$ cat src/rtl/srx_pkg.sv
package srx_pkg;
  typedef enum logic [1:0] {
    FR_CMD  = 2'd0,
    FR_LEN  = 2'd1,
    FR_DATA = 2'd2
  } fr_state_e;
endpackage

$ cat src/rtl/srx_sync.sv
module srx_sync #(
  parameter int              W       = 4,
  parameter int              STAGES  = 2,
  parameter logic [W-1:0]    RST_VAL = '0
) (
  input  logic         clk,
  input  logic         rst_n,
  input  logic [W-1:0] d_i,
  output logic [W-1:0] q_o
);
  logic [W-1:0] stg_q [STAGES];

  generate
    for (genvar s = 0; s < STAGES; s++) begin : g_stage
      always_ff @(posedge clk or negedge rst_n) begin
        if (!rst_n) begin
          stg_q[s] <= RST_VAL;
        end else if (s == 0) begin
          stg_q[s] <= d_i;
        end else begin
          stg_q[s] <= stg_q[(s == 0) ? 0 : s-1];
        end
      end
    end
  endgenerate

  assign q_o = stg_q[STAGES-1];
endmodule

$ cat src/rtl/srx_shifter.sv
module srx_shifter #(
  parameter int WORD_W = 8,
  localparam int CNT_W = $clog2(WORD_W)
) (
  input  logic              clk,
  input  logic              rst_n,
  input  logic              sck_i,
  input  logic              sda_i,
  input  logic              cs_n_i,
  input  logic              dc_i,
  output logic [CNT_W-1:0]  bit_cnt_o,
  output logic              done_o,
  output logic [WORD_W-1:0] word_o,
  output logic              dc_o
);
  localparam logic [CNT_W-1:0] LAST_BIT = CNT_W'(WORD_W - 1);

  logic              sck_q;
  logic              rise;
  logic [CNT_W-1:0]  cnt_q, cnt_n;
  logic [WORD_W-1:0] sh_q, sh_n;
  logic              done_q, done_n;
  logic              dc_q, dc_n;
  logic              sh_en;

  assign rise = sck_i & ~sck_q;

  always_comb begin
    cnt_n  = cnt_q;
    sh_n   = sh_q;
    done_n = 1'b0;
    dc_n   = dc_q;
    sh_en  = 1'b0;
    if (cs_n_i) begin
      cnt_n = '0;
    end else if (rise) begin
      sh_en = 1'b1;
      sh_n  = {sh_q[WORD_W-2:0], sda_i};
      if (cnt_q == LAST_BIT) begin
        cnt_n  = '0;
        done_n = 1'b1;
        dc_n   = dc_i;
      end else begin
        cnt_n = cnt_q + CNT_W'(1);
      end
    end
  end

  always_ff @(posedge clk or negedge rst_n) begin
    if (!rst_n) begin
      sck_q  <= 1'b0;
      cnt_q  <= '0;
      sh_q   <= '0;
      done_q <= 1'b0;
      dc_q   <= 1'b0;
    end else begin
      sck_q  <= sck_i;
      cnt_q  <= cnt_n;
      done_q <= done_n;
      dc_q   <= dc_n;
      if (sh_en) begin
        sh_q <= sh_n;
      end
    end
  end

  assign bit_cnt_o = cnt_q;
  assign done_o    = done_q;
  assign word_o    = sh_q;
  assign dc_o      = dc_q;
endmodule

$ cat src/rtl/srx_framer.sv
module srx_framer
  import srx_pkg::*;
#(
  parameter int                WORD_W     = 8,
  parameter int                LEN_W      = 8,
  parameter logic [WORD_W-1:0] LEN_OPCODE = 8'hE8
) (
  input  logic              clk,
  input  logic              rst_n,
  input  logic              wire3_i,
  input  logic              done_i,
  input  logic [WORD_W-1:0] word_i,
  input  logic              dc_i,
  output logic              valid_o,
  output logic [WORD_W-1:0] data_o,
  output logic              is_data_o,
  output fr_state_e         state_o,
  output logic [LEN_W-1:0]  rem_o
);
  fr_state_e         st_q, st_n;
  logic [LEN_W-1:0]  rem_q, rem_n;
  logic              valid_q;
  logic [WORD_W-1:0] data_q;
  logic              tag_q, tag_n;

  always_comb begin
    st_n  = st_q;
    rem_n = rem_q;
    tag_n = tag_q;
    if (!wire3_i) begin
      st_n = FR_CMD;
      if (done_i) begin
        tag_n = dc_i;
      end
    end else if (done_i) begin
      unique case (st_q)
        FR_CMD: begin
          tag_n = 1'b0;
          if (word_i == LEN_OPCODE) begin
            st_n = FR_LEN;
          end
        end
        FR_LEN: begin
          tag_n = 1'b0;
          rem_n = word_i[LEN_W-1:0];
          st_n  = FR_DATA;
        end
        FR_DATA: begin
          tag_n = 1'b1;
          if (rem_q == '0) begin
            st_n = FR_CMD;
          end else begin
            rem_n = rem_q - LEN_W'(1);
          end
        end
        default: begin
          tag_n = 1'b0;
          st_n  = FR_CMD;
        end
      endcase
    end
  end

  always_ff @(posedge clk or negedge rst_n) begin
    if (!rst_n) begin
      st_q    <= FR_CMD;
      rem_q   <= '0;
      valid_q <= 1'b0;
      data_q  <= '0;
      tag_q   <= 1'b0;
    end else begin
      st_q    <= st_n;
      rem_q   <= rem_n;
      valid_q <= done_i;
      tag_q   <= tag_n;
      if (done_i) begin
        data_q <= word_i;
      end
    end
  end

  assign valid_o   = valid_q;
  assign data_o    = data_q;
  assign is_data_o = tag_q;
  assign state_o   = st_q;
  assign rem_o     = rem_q;
endmodule

$ cat src/rtl/srx_serial_rx.sv
module srx_serial_rx
  import srx_pkg::*;
#(
  parameter int                WORD_W      = 8,
  parameter int                LEN_W       = 8,
  parameter int                SYNC_STAGES = 2,
  parameter logic [WORD_W-1:0] LEN_OPCODE  = 8'hE8
) (
  input  logic              clk,
  input  logic              rst_n,
  input  logic              wire3_sel,
  input  logic              ser_cs_n,
  input  logic              ser_sck,
  input  logic              ser_sda,
  input  logic              ser_dc,
  output logic              byte_valid,
  output logic [WORD_W-1:0] byte_data,
  output logic              byte_is_data
);
  localparam int CNT_W = $clog2(WORD_W);

  logic [3:0]        pins_s;
  logic              cs_n_s, sck_s, sda_s, dc_s;
  logic [CNT_W-1:0]  bit_cnt;
  logic              word_done;
  logic [WORD_W-1:0] word;
  logic              word_dc;
  fr_state_e         fr_state;
  logic [LEN_W-1:0]  fr_rem;

  srx_sync #(
    .W       (4),
    .STAGES  (SYNC_STAGES),
    .RST_VAL (4'b1000)
  ) u_sync (
    .clk   (clk),
    .rst_n (rst_n),
    .d_i   ({ser_cs_n, ser_sck, ser_sda, ser_dc}),
    .q_o   (pins_s)
  );

  assign {cs_n_s, sck_s, sda_s, dc_s} = pins_s;

  srx_shifter #(
    .WORD_W (WORD_W)
  ) u_shift (
    .clk       (clk),
    .rst_n     (rst_n),
    .sck_i     (sck_s),
    .sda_i     (sda_s),
    .cs_n_i    (cs_n_s),
    .dc_i      (dc_s),
    .bit_cnt_o (bit_cnt),
    .done_o    (word_done),
    .word_o    (word),
    .dc_o      (word_dc)
  );

  srx_framer #(
    .WORD_W     (WORD_W),
    .LEN_W      (LEN_W),
    .LEN_OPCODE (LEN_OPCODE)
  ) u_frame (
    .clk       (clk),
    .rst_n     (rst_n),
    .wire3_i   (wire3_sel),
    .done_i    (word_done),
    .word_i    (word),
    .dc_i      (word_dc),
    .valid_o   (byte_valid),
    .data_o    (byte_data),
    .is_data_o (byte_is_data),
    .state_o   (fr_state),
    .rem_o     (fr_rem)
  );
endmodule

$ cat config.mk
export PLATFORM = sky130hd
export DESIGN_NAME = srx_serial_rx
export DESIGN_NICKNAME = d
export VERILOG_FILES = /design/src/rtl/srx_pkg.sv /design/src/rtl/srx_sync.sv /design/src/rtl/srx_shifter.sv /design/src/rtl/srx_framer.sv /design/src/rtl/srx_serial_rx.sv
export SDC_FILE = /design/constraint.sdc
export NUM_CORES = 1
export LEC_CHECK = 0
export ABC_AREA = 1
export BUFFER_PORTS_ARGS = -buffer_cell sky130_fd_sc_hd__buf_2
export CAP_MARGIN = 20
export CORE_AREA = 2 2 59 61
export CTS_BUF_LIST = sky130_fd_sc_hd__clkbuf_8
export CTS_CLUSTER_SIZE = 25
export DETAILED_ROUTE_END_ITERATION = 8
export DIE_AREA = 0 0 61 63
export PLACE_DENSITY = 0.81
export SLEW_MARGIN = 20
export SYNTH_ARGS = -nofsm -noshare
export SYNTH_HDL_FRONTEND = slang
export SYNTH_SLANG_ARGS = --single-unit
$ cat constraint.sdc
create_clock -name clk -period 4.2 [get_ports clk]
set_input_delay 1.05 -clock clk [delete_from_list [all_inputs] [get_ports clk]]
set_output_delay 1.05 -clock clk [all_outputs]
set_load 0.1 [all_outputs]
==> impl_metrics.yaml, run 1 <==
run_status:
  outcome: "complete, no violations"
detailed_routing:
  antenna_violating_nets_post_route: 0
  remaining_drcs: 0
  post_drt_via_cell_ratio: 5.00
  detailed_route_wire_length_per_cell_um: 11.3
  route.final.wire_length_mm: 3.05
  drt-initial-drc-count: 55
  via_count: 1345
  firstDrtPassIters: 4
sta:
  period_needed_ns: 2.13
  worst_clock_skew_ns: 0.00450
  slew_violations: 0
  hold_violations: 0
  slew_headroom_pct: 40.9
  min_period_over_period_pct: 50.7
  final-setup-viol-count: 0
  tightestPinTransition_ns: 0.887
  max_freq_mhz: 469
  grt_setup_unrepaired: "false"
  fin_tns_setup_ns: 0
synthesis:
  syn-mean-instance-area_um2: 9.00
  synth_cell_types: 23
  syn-cell-area_um2: 1840
  synth-seq-area-share_pct: 57.4
  postSynthRegisterBits: 42
  yosys_warnings: 0
  synth.net_count: 215
  synth_cells: 204
place:
  port_buffers: 16
  dp_hpwl_mm: 2.17
  finalWeightedCongestion: 0.818
  place.detailed.instances: 261
grt:
  grt_first_pass_wirelength_mm: 5.43
  grt_overflow: 0
  initial_antenna_violation_count: 0
  first_global_vias: 1295
  pin_count_of_the_biggest_net_entering_global_routing: 43
  grt_util_all_layers_pct: 19.3
hold_path:
  startpoint_of_the_most_critical_hold_path: "u_sync.stg_q[4]"
  hold_path.class: "reg -> reg"
floorplan:
  die_h_um: 63
  design.portCount: 17
  die-width_um: 61
  initial_utilization_pct: 56.8
  placementRows: 21
  die_area_um2: 3840
  fp.coreArea_um2: 3230
cells_and_area:
  multi_input_comb_area_um2: 661
  drive_above_1_share_pct: 16.6
  fillCellCount: 260
  ff_latch_area_um2: 1050
  syn2layout_area_growth_pct: 10.7
  finalNonFillerCells: 269
  design.final.nets: 233
  insertedDiodeCount: 0
worst_setup_path:
  worstSetupStartpoint: "u_frame.data_o[4]"
  startpoint_type: "flop"
  critical_path.n_buffers_inverters: 1
  cp_data_required_time_ns: 3.15
  slowest_stage: "sky130_fd_sc_hd__buf_2"
  setup.worst_path.end_class: "output pin"
  path_cells: "buf_2"
  crit_family: "buffers and inverters"
  critPathMaxStageDelay_ns: 0.43
  critPathKind: "reg -> out"
  startpoint_of_the_most_critical_register_to_register_path: "u_frame.rem_o[0]"
  critPathMaxFanout: 2
  worstPathArrival_ns: 1.08
clocking:
  cell_at_the_root_of_the_clock_tree: "sky130_fd_sc_hd__clkbuf_8"
  clkLatencyLatePin_ns: 0.30
  tritoncts_num_sinks: 42
  post_cts.resized_instances: 0
  cts_hold_buf: 0
  cts_max_path_buffers: 2
  cts-buffers-inserted: 5
  post-cts-setup-buffer-count: 0
  h_tree_level_count: 2
  tritoncts: "done"
  clkTransAtPathRegs_ns: 0.08
job:
  maxCapViolCount: 0
pwr:
  pwr_density_cell_nw_per_um2: 368
  power.ir.vdd_worst_mv: 0.248
  static_leakage_nw: 1.02
layout make-up:
cell class	instances	share of cell area (%)
clock buffer	5	3.38
clock inverter	3	0.923
timing repair buffer	16	3.94
inverter	25	4.62
tap	46	2.83
sequential	42	51.8
multi-input combinational	132	32.5
report_power, final:
group	internal [mW]	total, mW	switching, mW
clock	0.115	0.251	0.137
sequential	0.426	0.443	0.0166
combinational	0.0172	0.0538	0.0366
worst paths after layout:
| path | endpoint | slack, ns | cells past startpoint |
|---|---|---|---|
| min in group asynchronous | u_frame.rem_o[2] | 0.87 | 1 |
| worst min-delay path | u_sync.q_o[0] | 0.36 | 0 |
| worst min register to register | u_sync.q_o[0] | 0.36 | 0 |
| max in group asynchronous | u_frame.state_o[1] | 2.77 | 1 |
| worst max-delay path | byte_data[4] | 2.07 | 1 |
| worst max register to register | u_frame.rem_o[1] | 2.67 | 7 |
worst register-to-register path: stages (launching register included):
cell,delay [ns]
sky130_fd_sc_hd__dfrtp_1,0.40
sky130_fd_sc_hd__inv_1,0.16
sky130_fd_sc_hd__ha_1,0.19
sky130_fd_sc_hd__nand3_1,0.09
sky130_fd_sc_hd__o21ai_2,0.21
sky130_fd_sc_hd__nand2_2,0.07
sky130_fd_sc_hd__nand2_2,0.18
sky130_fd_sc_hd__o21ai_0,0.11
registers in the layout (all words and copies together), names as in the netlist:
| name | flops |
|---|---|
| u_frame.rem_o | 8 |
| u_shift.done_o | 1 |
| u_shift.sck_q | 1 |
| u_frame.data_o | 8 |
| u_sync.q_o | 4 |
| u_shift.dc_o | 1 |
| u_shift.bit_cnt_o | 3 |
| u_sync.stg_q | 4 |
| u_frame.valid_o | 1 |
| u_frame.state_o | 2 |
| u_frame.is_data_o | 1 |
| u_shift.word_o | 8 |
layout by cell type, fill, tap and decap left out, drive strengths merged:
cell type / netlist / final
or2: 1 / 1
xor2: 1 / 1
a31oi: 2 / 2
buf: 4 / 16
nand3: 13 / 13
mux2: 4 / 4
clkbuf: 1 / 5
dfrtp: 40 / 40
nand4: 2 / 2
a21oi: 8 / 8
nor2: 17 / 17
clkinvlp: 0 / 2
nand2: 56 / 56
o21ai: 22 / 22
inv: 25 / 26
ha: 4 / 4
dfstp: 2 / 2
nor3: 2 / 2
cells by family (layout without fill, tap and decap cells):
| kind of cell | after synthesis | in the layout | share of synthesized area, % |
|---|---|---|---|
| AOI/OAI and AO/OA | 32 | 32 | 9.47 |
| adders and majority gates | 4 | 4 | 2.72 |
| buffers and inverters | 30 | 49 | 6.68 |
| xor gates and xnor gates | 1 | 1 | 0.477 |
| and+or+nand+nor | 91 | 91 | 20.8 |
| muxes | 4 | 4 | 2.45 |
| DFF | 42 | 42 | 57.4 |
routing by layer:
metal  share of wire, %  vias up  wire, µm  track usage, %
li1                   -      681         -               -
met1                 47      634      1440            24.5
met2                 47       24      1430            30.2
met3                3.7        6       114            5.59
met4                2.1        0        63            8.15
met5                  0        -         0               0
cells in the mapped netlist (all sizes together):
master   n  area share [%]
ha       4             2.7
nand4    2            0.68
clkbuf   1            0.20
buf      4             1.4
mux2     4             2.5
nor2    17             4.0
a21oi    8             2.2
inv     25             5.1
nor3     2            0.54
o21ai   22             6.6
xor2     1            0.48
or2      1            0.34
nand2   56              12
dfrtp   40              54
a31oi    2            0.68
nand3   13             3.5
dfstp    2             2.9
stage by stage:
stage               hold slack, ns  power [mW]  instance area [µm²]  setup slack (ns)  util (%)
floorplan                    0.331       0.480                 1840              2.25         -
global placement             0.332       0.503                 1950              2.38      60.2
detailed placement           0.341       0.505                 1950              2.39      60.2
CTS                          0.358       0.753                 2030              2.06      62.9
global route                 0.361       0.784                 2030              2.03      62.9
finish                       0.357       0.748                 2030              2.07      62.9
(Power assumes the default switching activity.)
==> inputs of run 2 (changes only) <==
- CORE_AREA: 2 2 59 61 -> 2 2 61 63
- DIE_AREA: 0 0 61 63 -> 0 0 63 65
- PLACE_DENSITY: 0.81 -> 0.79
- clock period: 4.2 -> 1.9 ns (I/O delays scaled with it)
==> run 2 against run 1 <==
Against the previous run:
- wire length up 7.0%
- register-to-register slack got worse by 2.2 ns
- clock power increased by 130%
- critical path depth stayed put
- design area increased by 1.8%
- flip-flop and latch count unchanged
- sequential power grew 120%
- core utilization down 3.7 points
- first-iteration DRC count is 3.6% higher
- critical endpoint is now byte_data[7]
- largest cell class unchanged
==> impl_metrics.yaml, run 2 (synthesized netlist as in run 1, its figures left out) <==
run_status:
  outcome: "complete, no violations"
detailed_routing:
  drt-initial-drc-count: 57
  route.final.wire_length_mm: 3.26
  post_drt_via_cell_ratio: 4.94
  detailed_route_wire_length_per_cell_um: 11.9
  remaining_drcs: 0
  via_count: 1359
  antenna_violating_nets_post_route: 0
  firstDrtPassIters: 4
floorplan:
  initial_utilization_pct: 52.5
  die_area_um2: 4100
  die-width_um: 63
  fp.coreArea_um2: 3500
  design.portCount: 17
  placementRows: 22
  die_h_um: 65
grt:
  pin_count_of_the_biggest_net_entering_global_routing: 22
  initial_antenna_violation_count: 0
  grt_util_all_layers_pct: 19.6
  grt_overflow: 0
  grt_first_pass_wirelength_mm: 6.11
  first_global_vias: 1399
pwr:
  power.ir.vdd_worst_mv: 0.668
  pwr_density_cell_nw_per_um2: 816
  report.power.total_mw: 1.69
  static_leakage_nw: 1.04
worst_setup_path:
  critical_path.n_buffers_inverters: 1
  slowest_stage: "sky130_fd_sc_hd__buf_2"
  critPathKind: "reg -> out"
  crit_cells: 1
  startpoint_of_the_most_critical_register_to_register_path: "u_frame.rem_o[0]"
  setup.worst_path.end_class: "output pin"
  ff2ff_setup_slack_ns: 0.43
  worstPathArrival_ns: 1.09
  critPathMaxFanout: 2
  path_cells: "buf_2"
  reg2reg_to: "u_frame.rem_o[1]"
  critPathMaxStageDelay_ns: 0.43
  cp_data_required_time_ns: 1.42
  startpoint_type: "flop"
  timing.reg2reg.worst_path_depth: 8
  crit_family: "buffers and inverters"
hold_path:
  hold_path.class: "in -> async"
clocking:
  clkTransAtPathRegs_ns: 0.08
  cts_hold_buf: 0
  h_tree_level_count: 2
  clkLatencyLatePin_ns: 0.30
  cell_at_the_root_of_the_clock_tree: "sky130_fd_sc_hd__clkbuf_8"
  cts-buffers-inserted: 5
  post_cts.resized_instances: 0
  post-cts-setup-buffer-count: 0
  tritoncts_num_sinks: 42
  cts_max_path_buffers: 2
  tritoncts: "done"
sta:
  hold_violations: 0
  max_freq_mhz: 639
  tightestPinTransition_ns: 0.488
  slew_headroom_pct: 67.7
  worst_clock_skew_ns: 0.00306
  period_needed_ns: 1.57
  worst_slack_ns: 0.334
  min_period_over_period_pct: 82.4
  final-setup-viol-count: 0
  grt_setup_unrepaired: "false"
  fin_tns_setup_ns: 0
  slew_violations: 0
cells_and_area:
  layout.cells.most_common: "sky130_fd_sc_hd__nand2_1"
  fillCellCount: 325
  commonest_cells_after_routing_fill_and_taps_aside: "54 x sky130_fd_sc_hd__nand2_1, 40 x sky130_fd_sc_hd__dfrtp_1, 25 x sky130_fd_sc_hd__inv_1"
  insertedDiodeCount: 0
  drive_above_1_share_pct: 18.5
  syn2layout_area_growth_pct: 12.7
  design.final.nets: 237
  finalNonFillerCells: 275
  final_core_util_pct: 59.2
place:
  place.detailed.instances: 267
  port_buffers: 16
  dp_hpwl_mm: 2.48
  detailedPlace.worstSlack_ns: 0.429
  finalWeightedCongestion: 0.825
job:
  maxCapViolCount: 0
==> run 2: report_power, final <==
part	internal, mW	switching [mW]
clock network	0.262	0.326
registers	0.942	0.0370
logic	0.0406	0.0806
==> run 2: stage by stage <==
step / cell area (µm²) / hold WS, ns
after floorplan: 1840 / 0.179
after global placement: 1980 / 0.332
after detailed placement: 1980 / 0.348
after CTS: 2070 / 0.119
after global routing: 2070 / 0.139
final: 2070 / 0.106
==> run 2: how the worst max path moves through the flow <==
stage / start / end / slack, ns
global route: u_frame.rem_o[0] / u_frame.rem_o[1] / 0.20
finish: u_frame.data_o[7] / byte_data[7] / 0.33
floorplan: u_frame.data_o[0] / byte_data[0] / 0.53
CTS: u_frame.data_o[7] / byte_data[7] / 0.32
detailed placement: u_frame.rem_o[0] / u_frame.rem_o[1] / 0.43
global placement: u_frame.rem_o[0] / u_frame.rem_o[1] / 0.49
==> run 2: final cells by class <==
type	count	area [µm²]	share of cell area [%]
clock buffer	5	68.8	3.32
clock inverter	3	23.8	1.15
inverter	25	93.8	4.53
tap	48	60.1	2.90
sequential	42	1050	50.9
timing repair buffer	20	110	5.32
multi-input combinational	132	661	31.9
==> run 2: metal layers <==
layer  routed length [µm]  global-route usage, %  vias up  share of wire (%)
met4                   72                   8.89        0                2.2
met2                 1590                   32.8       22                 49
met5                    0                      0        -                  0
met1                 1480                   23.7      638                 45
met3                  126                   5.38        8                3.9
li1                     -                      -      691                  -
==> inputs of run 3 (changes only) <==
- ABC_AREA: 1 -> 0
- PLACE_DENSITY: 0.79 -> 0.77
- clock period: 1.9 -> 1.4 ns (I/O delays scaled with it)
==> run 3 against run 2 <==
Against the previous run:
- synthesized area decreased by 3.1%
- flip-flop and latch count stayed put
- critical endpoint is now u_frame.rem_o[3]
- setup slack got worse by 0.58 ns
- clock-buffer cell count unchanged
- the run now ends with negative setup slack left
- clock power up 27%
- power increased by 46%
- highest routed layer unchanged
- critical path depth increased by 5
==> impl_metrics.yaml, run 3 <==
run_status:
  outcome: "finished with violations"
  violations_in_the_final_reports: "negative setup slack"
synthesis:
  synth_cell_types: 38
  yosysMostFrequentCell: "sky130_fd_sc_hd__dfrtp_1"
  postSynthRegisterBits: 42
  synth-async-reset-ratio_pct: 100
  yosys_most_used_dff: "sky130_fd_sc_hd__dfrtp_1"
  synth-seq-area-share_pct: 59.2
  yosys.area.top_type_share_pct: 56.3
  yosys_warnings: 0
  synth_enable_flop_cells: 0
  synth.net_count: 155
  yosysTopAreaCell: "sky130_fd_sc_hd__dfrtp_1"
  syn-cell-area_um2: 1780
  synth_top_cells_by_count: "40 x sky130_fd_sc_hd__dfrtp_1, 17 x sky130_fd_sc_hd__mux2_2, 11 x sky130_fd_sc_hd__nor2_1, 11 x sky130_fd_sc_hd__o21ai_0, 10 x sky130_fd_sc_hd__a21oi_1"
  synth_area_leaders: "sky130_fd_sc_hd__dfrtp_1 56%, sky130_fd_sc_hd__mux2_2 11%, sky130_fd_sc_hd__o21ai_0 3.1%"
  synth_cells: 144
  syn-mean-instance-area_um2: 12.4
sta:
  grt_setup_unrepaired: "true"
  worst_clock_skew_ns: 0.00972
  worst_slack_ns: -0.251
  tightestPinTransition_ns: 0.375
  period_needed_ns: 1.65
  final-setup-viol-count: 8
  min_period_over_period_pct: 118
  slew_headroom_pct: 74.8
  max_freq_mhz: 606
  hold_violations: 0
  slew_violations: 0
floorplan:
  die-width_um: 63
  fp.coreArea_um2: 3500
  die_area_um2: 4100
  design.portCount: 17
  initial_utilization_pct: 50.9
  die_h_um: 65
  placementRows: 22
worst_setup_path:
  critical_path.n_buffers_inverters: 2
  timing.reg2reg.worst_path_depth: 6
  crit_cells: 6
  critPathMaxStageDelay_ns: 0.44
  worstPathArrival_ns: 1.87
  slowest_stage: "sky130_fd_sc_hd__dfrtp_1"
  reg2reg_to: "u_frame.rem_o[3]"
  startpoint_type: "flop"
  critPathKind: "reg -> reg"
  path_cells: "buf_4 -> nand2b_1 -> buf_4 -> nor2_1 -> o21ai_4 -> o21ai_2"
  critPathMaxFanout: 8
  setup.worst_path.end_class: "flop"
  startpoint_of_the_most_critical_register_to_register_path: "u_frame.state_o[0]"
  ff2ff_setup_slack_ns: -0.25
  path_common_cell: "sky130_fd_sc_hd__buf_4"
  crit_family: "simple AND/OR/NAND/NOR gates"
  cp_data_required_time_ns: 1.62
grt:
  pin_count_of_the_biggest_net_entering_global_routing: 43
  grt_first_pass_wirelength_mm: 6.14
  initial_antenna_violation_count: 0
  grt_util_all_layers_pct: 19.9
  grt_overflow: 0
  first_global_vias: 1313
cells_and_area:
  commonest_cells_after_routing_fill_and_taps_aside: "40 x sky130_fd_sc_hd__dfrtp_1, 24 x sky130_fd_sc_hd__buf_4, 17 x sky130_fd_sc_hd__mux2_2"
  final_core_util_pct: 69.4
  layout.cells.most_common: "sky130_fd_sc_hd__dfrtp_1"
  insertedDiodeCount: 0
  drive_above_1_share_pct: 43.4
  multi_input_comb_area_um2: 763
  ff_latch_area_um2: 1050
  syn2layout_area_growth_pct: 36.3
  fillCellCount: 260
  design.final.nets: 199
pwr:
  internal-power_mw: 1.81
  static_leakage_nw: 1.12
  power.net_switching_mw: 0.654
  combPwrFrac_pct: 10.2
  swShare_pct: 26.6
  seqPwrFrac_pct: 59.3
  power.ir.vdd_worst_mv: 0.903
  pwr_density_cell_nw_per_um2: 1020
  clock_power_share_pct: 30.5
hold_path:
  hold_path.class: "in -> async"
detailed_routing:
  route.layer.met1.wl_mm: 1.42
  routed-wl-met2_mm: 1.98
  detailroute.wirelength.met3_um: 111
  firstDrtPassIters: 4
  remaining_drcs: 0
  route.final.wire_length_mm: 3.59
  route.top_layer_used: "met4"
  detailed_route_wire_length_per_cell_um: 15.1
  drt-initial-drc-count: 55
  antenna_violating_nets_post_route: 0
  via_count: 1279
  post_drt_via_cell_ratio: 5.40
clocking:
  clkTransAtPathRegs_ns: 0.08
  cts-buffers-inserted: 5
  cell_at_the_root_of_the_clock_tree: "sky130_fd_sc_hd__clkbuf_8"
  h_tree_level_count: 2
  tritoncts: "done"
  cts_max_path_buffers: 2
  tritoncts_num_sinks: 42
  clkLatencyLatePin_ns: 0.29
  cts_hold_buf: 0
place:
  detailedPlace.worstSlack_ns: -0.285
  dp_hpwl_mm: 2.55
  finalWeightedCongestion: 0.854
  port_buffers: 16
job:
  maxCapViolCount: 0
## run 3: layout make-up
class                   count  share of cell area, %
flip-flops and latches     42                   43.4
multi-input cells          93                   31.5
repair buffers             43                   18.5
clock buffers               5                   2.84
well taps                  48                   2.48
clock inverters             3                  0.774
inverters                   3                  0.464
## run 3: layer usage
| metal | track usage, % | up-vias |
|---|---|---|
| met4 | 9.72 | 0 |
| met5 | 0 | - |
| met3 | 5.03 | 7 |
| li1 | - | 602 |
| met2 | 34.7 | 28 |
| met1 | 23.0 | 642 |
## run 3: power groups by stage
stage | combinational, mW | sequential, mW | clock, mW
CTS | 0.246 | 1.46 | 0.772
floorplan | 0.169 | 1.43 | 0
finish | 0.251 | 1.46 | 0.750
global route | 0.277 | 1.48 | 0.828
global placement | 0.223 | 1.47 | 0
detailed placement | 0.236 | 1.49 | 0
## run 3: timing repair
| action | 4_1_cts | 5_1_grt |
|---|---|---|
| buffers inserted | 1 | 0 |
| pin swaps | 6 | 2 |
| endpoints found under the hold margin | 0 | 0 |
| gates resized for setup | 12 | 6 |
| endpoints found under the setup margin | 9 | 10 |
## run 3: stage by stage
stage | cells | power (mW) | hold WS (ns) | TNS (ns) | area (µm²)
detailed placement | 228 | 1.72 | 0.335 | -1.38 | 2230
floorplan | 144 | 1.60 | 0.0544 | -0.323 | 1790
global placement | 228 | 1.70 | 0.336 | -0.814 | 2230
CTS | 237 | 2.48 | 0.0212 | -1.39 | 2400
finish | 237 | 2.46 | 0.0105 | -1.37 | 2420
global route | 237 | 2.58 | 0.0259 | -2.05 | 2420
## run 3: how the worst max path moves through the flow
stage                       start               end
2_1_floorplan    u_frame.rem_o[1]  u_frame.rem_o[6]
3_3_place_gp     u_frame.rem_o[1]  u_frame.rem_o[6]
3_5_place_dp     u_frame.rem_o[1]  u_frame.rem_o[6]
4_1_cts          u_frame.rem_o[1]  u_frame.rem_o[5]
5_1_grt          u_frame.rem_o[1]  u_frame.rem_o[3]
6_report       u_frame.state_o[0]  u_frame.rem_o[3]
## run 3: kinds of logic after synthesis
| logic type | synth area share (%) |
|---|---|
| buffers and inverters | 2.39 |
| flip-flops | 59.2 |
| multiplexers | 11.9 |
| AND/OR/NAND/NOR | 11.9 |
| AO/OA/AOI/OAI | 11.8 |
| adder cells (fa/ha/maj) | 2.81 |
